===== src/rtl/ea_seq_pkg.sv =====
package ea_seq_pkg;

  typedef enum logic [1:0] {
    MODE_ABSX = 2'd0,
    MODE_ABSY = 2'd1,
    MODE_INDX = 2'd2,
    MODE_INDY = 2'd3
  } amode_e;

  typedef enum logic [2:0] {
    SEL_PC,
    SEL_OP1,
    SEL_OP2,
    SEL_ZP,
    SEL_ZP1,
    SEL_EFF,
    SEL_FIX
  } asel_e;

  typedef struct packed {
    logic  capStart;
    logic  useY;
    logic  ldZp;
    logic  addZp;
    logic  ldLo;
    logic  ldHi;
    logic  addLo;
    asel_e sel;
  } seq_ctl_t;

endpackage


===== src/rtl/ea_seq_datapath.sv =====
module ea_seq_datapath
  import ea_seq_pkg::*;
#(
  parameter int DATA_W = 8
) (
  input  logic                  clk,
  input  logic                  rstN,
  input  seq_ctl_t              ctl,
  input  logic [2*DATA_W-1:0]   pcIn,
  input  logic [DATA_W-1:0]     xIdx,
  input  logic [DATA_W-1:0]     yIdx,
  input  logic [DATA_W-1:0]     rdData,
  output logic [2*DATA_W-1:0]   busAddr,
  output logic                  carry
);
  localparam int ADDR_W = 2 * DATA_W;

  logic [ADDR_W-1:0] pcReg;
  logic [DATA_W-1:0] idxReg;
  logic [DATA_W-1:0] zpReg;
  logic [DATA_W-1:0] loReg;
  logic [DATA_W-1:0] hiReg;
  logic              carryReg;
  logic [DATA_W-1:0] zpNext;
  logic [DATA_W:0]   loSum;

  assign zpNext = zpReg + DATA_W'(1);
  assign loSum  = {1'b0, loReg} + {1'b0, idxReg};

  always_ff @(posedge clk) begin
    if (!rstN) begin
      pcReg    <= '0;
      idxReg   <= '0;
      zpReg    <= '0;
      loReg    <= '0;
      hiReg    <= '0;
      carryReg <= 1'b0;
    end else begin
      if (ctl.capStart) begin
        pcReg    <= pcIn;
        idxReg   <= ctl.useY ? yIdx : xIdx;
        carryReg <= 1'b0;
      end
      if (ctl.ldZp)       zpReg <= rdData;
      else if (ctl.addZp) zpReg <= zpReg + idxReg;
      if (ctl.ldLo) loReg <= rdData;
      else if (ctl.addLo) {carryReg, loReg} <= loSum;
      if (ctl.ldHi) hiReg <= rdData;
    end
  end

  always_comb begin
    case (ctl.sel)
      SEL_OP1: busAddr = pcReg + ADDR_W'(1);
      SEL_OP2: busAddr = pcReg + ADDR_W'(2);
      SEL_ZP:  busAddr = {{DATA_W{1'b0}}, zpReg};
      SEL_ZP1: busAddr = {{DATA_W{1'b0}}, zpNext};
      SEL_EFF: busAddr = {hiReg, loReg};
      SEL_FIX: busAddr = {hiReg + DATA_W'(1), loReg};
      default: busAddr = pcIn;
    endcase
  end

  assign carry = carryReg;

  // the fix-up read keeps the low byte and raises the page by one
  assert_fix_step_R4: assert property (@(posedge clk) disable iff (!rstN)
    (ctl.sel == SEL_FIX) |->
      (busAddr[DATA_W-1:0] == $past(busAddr[DATA_W-1:0])) &&
      (busAddr[ADDR_W-1:DATA_W] == $past(busAddr[ADDR_W-1:DATA_W]) + DATA_W'(1)));

  // pointer high byte read sits one above the low byte, wrapping in page zero
  assert_zp_wrap_R8: assert property (@(posedge clk) disable iff (!rstN)
    (ctl.sel == SEL_ZP1) |->
      (busAddr[DATA_W-1:0] == $past(busAddr[DATA_W-1:0]) + DATA_W'(1)) &&
      (busAddr[ADDR_W-1:DATA_W] == '0));

  // the cycle after start fetches the byte following the opcode
  assert_op_follow_R3: assert property (@(posedge clk) disable iff (!rstN)
    $past(ctl.capStart && rstN) |-> busAddr == $past(pcIn) + ADDR_W'(1));

endmodule


===== src/rtl/ea_seq_control.sv =====
module ea_seq_control
  import ea_seq_pkg::*;
#(
  parameter int CNT_W = 3
) (
  input  logic             clk,
  input  logic             rstN,
  input  logic             start,
  input  amode_e           mode,
  input  logic             carry,
  output seq_ctl_t         ctl,
  output logic             done,
  output logic [CNT_W-1:0] cycCount
);
  typedef enum logic [2:0] {
    ST_IDLE, ST_OP1, ST_OP2, ST_PLO, ST_PHI, ST_READ, ST_FIX
  } state_e;

  state_e           state, stateNxt;
  amode_e           modeReg;
  logic [CNT_W-1:0] cnt;
  logic             isAbs;

  assign isAbs = (modeReg == MODE_ABSX) || (modeReg == MODE_ABSY);

  always_comb begin
    ctl      = '0;
    ctl.sel  = SEL_PC;
    done     = 1'b0;
    stateNxt = state;
    case (state)
      ST_IDLE: begin
        if (start) begin
          ctl.capStart = 1'b1;
          ctl.useY     = (mode == MODE_ABSY) || (mode == MODE_INDY);
          stateNxt     = ST_OP1;
        end
      end
      ST_OP1: begin
        ctl.sel = SEL_OP1;
        if (isAbs) begin
          ctl.ldLo = 1'b1;
          stateNxt = ST_OP2;
        end else begin
          ctl.ldZp = 1'b1;
          stateNxt = (modeReg == MODE_INDX) ? ST_OP2 : ST_PLO;
        end
      end
      ST_OP2: begin
        if (isAbs) begin
          ctl.sel   = SEL_OP2;
          ctl.ldHi  = 1'b1;
          ctl.addLo = 1'b1;
          stateNxt  = ST_READ;
        end else begin
          ctl.sel   = SEL_ZP;
          ctl.addZp = 1'b1;
          stateNxt  = ST_PLO;
        end
      end
      ST_PLO: begin
        ctl.sel  = SEL_ZP;
        ctl.ldLo = 1'b1;
        stateNxt = ST_PHI;
      end
      ST_PHI: begin
        ctl.sel   = SEL_ZP1;
        ctl.ldHi  = 1'b1;
        ctl.addLo = (modeReg == MODE_INDY);
        stateNxt  = ST_READ;
      end
      ST_READ: begin
        ctl.sel = SEL_EFF;
        if (carry) begin
          stateNxt = ST_FIX;
        end else begin
          done     = 1'b1;
          stateNxt = ST_IDLE;
        end
      end
      ST_FIX: begin
        ctl.sel  = SEL_FIX;
        done     = 1'b1;
        stateNxt = ST_IDLE;
      end
      default: stateNxt = ST_IDLE;
    endcase
  end

  always_ff @(posedge clk) begin
    if (!rstN) begin
      state   <= ST_IDLE;
      modeReg <= MODE_ABSX;
      cnt     <= '0;
    end else begin
      state <= stateNxt;
      if (ctl.capStart) begin
        modeReg <= mode;
        cnt     <= CNT_W'(2);
      end else if (state != ST_IDLE) begin
        cnt <= cnt + CNT_W'(1);
      end
    end
  end

  assign cycCount = (state == ST_IDLE) ? CNT_W'(1) : cnt;

  // done lasts a single cycle
  assert_done_pulse_R7: assert property (@(posedge clk) disable iff (!rstN)
    done |=> !done);

  // indexed absolute without carry ends in cycle 4
  assert_abs_fast_R3: assert property (@(posedge clk) disable iff (!rstN)
    (done && isAbs && state == ST_READ) |-> cycCount == CNT_W'(4));

  // indexed absolute with carry ends in cycle 5
  assert_abs_slow_R4: assert property (@(posedge clk) disable iff (!rstN)
    (done && isAbs && state == ST_FIX) |-> cycCount == CNT_W'(5));

  // pre-indexed always ends in cycle 6 without a fix-up
  assert_indx_len_R5: assert property (@(posedge clk) disable iff (!rstN)
    (done && modeReg == MODE_INDX) |-> (cycCount == CNT_W'(6)) && (state == ST_READ));

  // post-indexed ends in 5, or 6 with the fix-up
  assert_indy_len_R6: assert property (@(posedge clk) disable iff (!rstN)
    (done && modeReg == MODE_INDY) |->
      cycCount == ((state == ST_FIX) ? CNT_W'(6) : CNT_W'(5)));

endmodule


===== src/rtl/ea_sequencer.sv =====
module ea_sequencer
  import ea_seq_pkg::*;
#(
  parameter int DATA_W = 8,
  parameter int CNT_W  = 3
) (
  input  logic                clk,
  input  logic                rstN,
  input  logic                start,
  input  logic [1:0]          mode,
  input  logic [2*DATA_W-1:0] pcIn,
  input  logic [DATA_W-1:0]   xIdx,
  input  logic [DATA_W-1:0]   yIdx,
  input  logic [DATA_W-1:0]   rdData,
  output logic [2*DATA_W-1:0] busAddr,
  output logic                done,
  output logic [2*DATA_W-1:0] effAddr,
  output logic [CNT_W-1:0]    cycCount
);
  seq_ctl_t ctl;
  logic     carry;
  amode_e   modeSel;

  assign modeSel = amode_e'(mode);

  ea_seq_control #(.CNT_W(CNT_W)) u_ctrl (
    .clk      (clk),
    .rstN     (rstN),
    .start    (start),
    .mode     (modeSel),
    .carry    (carry),
    .ctl      (ctl),
    .done     (done),
    .cycCount (cycCount)
  );

  ea_seq_datapath #(.DATA_W(DATA_W)) u_dp (
    .clk     (clk),
    .rstN    (rstN),
    .ctl     (ctl),
    .pcIn    (pcIn),
    .xIdx    (xIdx),
    .yIdx    (yIdx),
    .rdData  (rdData),
    .busAddr (busAddr),
    .carry   (carry)
  );

  assign effAddr = done ? busAddr : '0;

endmodule


===== config.mk =====
export PLATFORM = sky130hd
export DESIGN_NAME = ea_sequencer
export DESIGN_NICKNAME = d
export VERILOG_FILES = /design/src/rtl/ea_seq_pkg.sv /design/src/rtl/ea_seq_datapath.sv /design/src/rtl/ea_seq_control.sv /design/src/rtl/ea_sequencer.sv
export SDC_FILE = /design/constraint.sdc
export NUM_CORES = 1
export LEC_CHECK = 0
export ABC_AREA = 1
export CORE_MARGIN = 4
export CORE_UTILIZATION = 55
export CTS_CLUSTER_SIZE = 28
export DETAILED_ROUTE_END_ITERATION = 10
export DONT_BUFFER_PORTS = 1
export HOLD_SLACK_MARGIN = 0.02
export PLACE_DENSITY_LB_ADDON = 0.1
export SLEW_MARGIN = 20
export SYNTH_ARGS = -nofsm -noshare
export SYNTH_HDL_FRONTEND = slang
export SYNTH_HIERARCHICAL = 1
export SYNTH_SLANG_ARGS = --single-unit

===== constraint.sdc =====
create_clock -name clk -period 2.93 [get_ports clk]
set_input_delay 0.879 -clock clk [delete_from_list [all_inputs] [get_ports clk]]
set_output_delay 0.879 -clock clk [all_outputs]
set_load 0.02 [all_outputs]

# Word-level counts from Yosys, hierarchy flattened
# Cells that the tools add are included.
[word_totals]
wordCells = 77
out_inout_bits = 36
ff_bits = 57
in_bits = 45
[classes]
addsub = 7
n_reduce_logical = 9
n_mux = 32
eq_ne = 18
n_bitwise = 1
[ops]
columns = ["cell", "n"]
rows = [
  ["one-hot mux 16 bit (6 select lines)", 1],
  ["2-to-1 mux 8 bit", 5],
  ["one-hot mux 3 bit (6 select lines)", 2],
  ["== test 3 bit (second input constant)", 6],
  ["adder 16 x 1 -> 16 bit (second input constant)", 1],
  ["adder 16 x 2 -> 16 bit (second input constant)", 1],
  ["adder 8 x 1 -> 8 bit (second input constant)", 2],
  ["2-to-1 mux 16 bit", 1],
  ["2-to-1 mux 3 bit", 5],
  ["== test 3 x 2 -> 1 bit (second input constant)", 4],
  ["2-to-1 mux 1 bit", 10],
  ["2-to-1 mux 2 bit", 5],
  ["adder 8 x 8 -> 9 bit", 1],
  ["adder 8 bit", 1],
  ["== test 2 bit (second input constant)", 3],
  ["== test 3 x 1 -> 1 bit (second input constant)", 2],
  ["nonzero test 2 bit", 3],
  ["== test 2 x 1 -> 1 bit (second input constant)", 2],
  ["one-hot mux 1 bit (2 select lines)", 2],
  ["one-hot mux 2 bit (2 select lines)", 1],
  ["adder 3 x 1 -> 3 bit (second input constant)", 1],
  ["zero test 3 bit", 1],
  ["nonzero test 3 bit", 1],
  ["zero test 2 bit", 1],
  ["other kinds (4)", 5],
]

# Depth between registers and ports, before layout
[depth]
word_depth = 7
depth_mapped = 14
depth_no_buf = 14

# Modules after synthesis
# The synthesis kept the hierarchy.
[modules_own_cells]
columns = ["module", "area_per_inst_um2", "instances", "cells_each", "seq_area_each_um2"]
rows = [
  ["ea_seq_datapath", 3950.0, 1, 668, 980.9],
  ["ea_seq_control", 496.7, 1, 81, 160.2],
  ["ea_sequencer", 163.9, 1, 34, 0.0],
]

# Worst setup path before layout
# No wires, ideal clock.
[synth_path]
path_kind = "register to output"
startpoint = "reg u_ctrl.state[1]"
endpoint = "out effAddr[5]"
required_ps = 2051
n_path_buf = 1
stages_incl_launch_ff = 14
path_slack_ps = 19
t_arrival_ps = 2032
path_cell_list = "dfxtp_1 -> inv_1 -> o21ai_0 -> o21ai_0 -> inv_1 -> nand3_1 -> inv_1 -> buf_4 -> nand3_1 -> nand3_1 -> nor2_1 -> nor2_1 -> nand2_2 -> inv_1"
[synth_rtl]
columns = ["element", "line_no", "rtl"]
rows = [
  ["start, declared", "ea_seq_control.sv:19", "state_e state, stateNxt;"],
  ["start signal, assigned", "ea_seq_control.sv:96", "state <= stateNxt;"],
  ["end, declared", "ea_sequencer.sv:17", "output logic [2*DATA_W-1:0] effAddr,"],
]

==> metrics.txt <==
status complete, but fails checks; failing checks negative setup slack; Clock Sinks 57; clk_lat worst skew 0.34 ns; hold path cells 2; Sw Share 37.7%; final worst path period share 102%; Max VDD drop 0.398 mV; Leak 2.64 nW; Die ar. 9910 um2; min-delay worst type reg -> reg; Die Ht 99.6 um; final net count 891; Int Pwr 1.72 mW; final setup fails 4; Chip Width 99.6 um; grt ovf 0; clk_skew 0.0142 ns; CP endpoint kind output port; WHS Endpoint u_ctrl/cnt[0]$_SDFFE_PP0N_; number of I/O port buffers 0; CP arrival 2.11 ns; PD cells 493 nW/um2; Placed Cells 902; Routed WL 14.0 mm; Fmax 335 MHz; Fin. Hold Viols 0; CP max FO 6; FF-to-FF Start u_ctrl/state[0]$_SDFFE_PN0P_; HPWL Detailed 10.4 mm; cts bufs inserted 9; Clk pwr share 30.5%; diode count 0; Synth async-reset ratio 0%; drt initial violations 275; r2r worst-path depth 10; Critical Path Source Type register; HP Start u_ctrl/cnt[0]$_SDFFE_PP0N_; share of cells above drive strength 1 19.7%; multi-input combinational cell area 3170 um2; Cell variety after synth 37; Gate power share 34.1%; global-route wire length before repair 21.9 mm; Synth area leaders dfxtp_1, nand2_1, inv_1, nand3_1, nor2_1; Reg2Reg Setup Slack 0.95 ns; number of flops mapped to enable cells by yosys 0; clk slew on worst S/H paths 0.08 ns; Final Critical Period 2.99 ns; row count 33; synthesized cell area 4610 um2; RD Place Congestion 0.921; critical path class reg -> out; Main synth FF type dfxtp_1; I/O pin total 81; cell with the most instances after synthesis nand2_1; Detail Route Antenna Nets 0; most frequent cells after synthesis nand2_1, inv_1, nor2_1; synthesized flop and latch total 57; CORE AREA 8180 um2; setup slack after layout -0.0595 ns; root buffer cell clkbuf_8; vias per inst 5.68; register area 1160 um2; worst slew pin tran 0.537 ns; GRT Overall Usage 27.4%; P_sw 1.04 mW; Longest Clk Path Bufs 2; Synthesized Nets 851; Req. time, crit path 2.05 ns; Reg power frac 35.4%; vias after detailed routing 5,301; biggest area consumer among synthesized cells dfxtp_1; Slew HR 64.0%; TritonRoute pass-1 iters 5; vias in the first global route 4,668; register area share after synthesis 24.7%; synth warn 6; P&R area growth vs syn 21.9%; power consumption 2.77 mW; drc violations 0; Slew Viols, Final 0; CTS tree built; Hold-fix buffers, CTS 0; non-filler cells, final 933; Synth Area per Inst 5.89 um2; RSZ-0062 raised after global routing yes; max-cap violations 0; Reg-to-Reg End u_dp/loReg[5]$_SDFFE_PN0P_; FILL cells 742; area share of the largest cell type after synthesis 24.7%; antenna violations before repair 0; largest net degree at the start of global routing 45; drt wl/cell 15.0 um; H-tree lvl count 3; Mapped Cells 783; starting density of the core 56.4%
-- metal layers --
| layer | share of wire (%) | up-vias | GRT usage, % |
|---|---|---|---|
| met5 | 0 | - | 0 |
| met3 | 7.6 | 34 | 6.45 |
| met2 | 49 | 232 | 46.6 |
| met4 | 3.5 | 0 | 12.3 |
| met1 | 40 | 2398 | 32.7 |
| li1 | - | 2637 | - |
-- critical path, cell delays in order (launching register included) --
cell and delay (ns):
dfxtp_4 0.40, inv_6 0.06, o21ai_4 0.17, o21ai_4 0.09, inv_4 0.12, inv_4 0.06
nand3_4 0.09, buf_6 0.14, inv_6 0.04, a22o_1 0.23, a21oi_2 0.12, nand2_2 0.09
nand2_2 0.08, inv_2 0.06
-- worst max-delay path by stage --
| stage | slack, ns | start | end | cells past startpoint |
|---|---|---|---|---|
| floorplan | 0.02 | u_ctrl/state[1]$_SDFFE_PN0P_ | effAddr[5] | 13 |
| global route | -0.19 | u_ctrl/state[1]$_SDFFE_PN0P_ | effAddr[9] | 13 |
| CTS | 0.02 | u_ctrl/state[1]$_SDFFE_PN0P_ | effAddr[1] | 13 |
| global placement | 0.1 | u_ctrl/state[2]$_SDFFE_PN0P_ | effAddr[11] | 13 |
| detailed placement | 0.07 | u_ctrl/state[2]$_SDFFE_PN0P_ | effAddr[11] | 13 |
| finish | -0.06 | u_ctrl/state[1]$_SDFFE_PN0P_ | effAddr[9] | 13 |
-- timing repair --
item	4_1_cts	5_1_grt
gates resized for setup	48	80
cloned	0	1
setup buffers	3	12
setup endpoints to repair	32	32
pin swaps	1	18
-- cells in the final DEF, fill, tap and decap left out, types with 3 or more instances in the layout --
master,n
inv_6,6
nor2_4,7
nand3_4,3
nand3_1,66
nand4_1,21
buf_4,37
o21ai_0,47
inv_2,22
dfxtp_1,50
buf_12,3
clkbuf_8,9
a22oi_1,11
nand2_1,209
inv_4,7
ha_1,21
nor3b_2,3
nor2_1,69
o211ai_1,10
dfxtp_4,3
buf_6,8
nand3b_1,3
inv_1,85
or2_2,4
xnor2_1,4
nand3_2,9
a21oi_1,52
a21oi_2,5
dfxtp_2,4
nand2_2,11
o21ai_1,5
nor2_2,7
-- metrics by stage --
step	area, um2	hold WS, ns	util, %	setup TNS (ns)	setup WS [ns]
final	5620	0.491	68.7	-0.129	-0.0595
after global routing	5620	0.507	68.7	-2.36	-0.187
after CTS	5240	0.491	64.0	0	0.0169
after detailed placement	4910	0.477	60.0	0	0.0656
after global placement	4910	0.458	60.0	0	0.0994
after floorplan	4610	0.444	-	0	0.0187
-- sequential cells by signal, indices dropped and copies added (netlist names) --
signal,cells
u_dp/hiReg,8
u_dp/pcReg,16
u_dp/loReg,8
u_ctrl/state,3
u_dp/idxReg,8
u_dp/zpReg,8
u_dp/carry,1
u_ctrl/modeReg,2
u_ctrl/cnt,3
-- power groups by stage --
stage | Sequential (mW) | Clock [mW] | Combinational [mW]
2_1_floorplan | 0.946 | 0 | 0.589
3_3_place_gp | 0.983 | 0 | 0.782
3_5_place_dp | 0.984 | 0 | 0.803
4_1_cts | 0.972 | 0.857 | 0.829
5_1_grt | 0.992 | 0.906 | 1.05
6_report | 0.979 | 0.845 | 0.944
-- logic make-up (layout without fill, tap and decap cells) --
group	Yosys count	count (layout)	share of synthesized area, %
compound gates	141	141	16.8
xor+xnor	5	5	0.950
buf+inv	139	184	12.2
flops	57	57	24.7
simple gates	418	418	38.8
fa+ha+maj	23	23	6.57
-- cell type report --
cell class                 count  area share, %
clock buffer                   9           2.20
sequential                    57           20.6
timing repair buffer          49           8.06
clock inverter                 7           1.80
inverter                     119           8.62
tap                          105           2.34
multi-input combinational    587           56.4
Power figures use the tool's default switching activity.
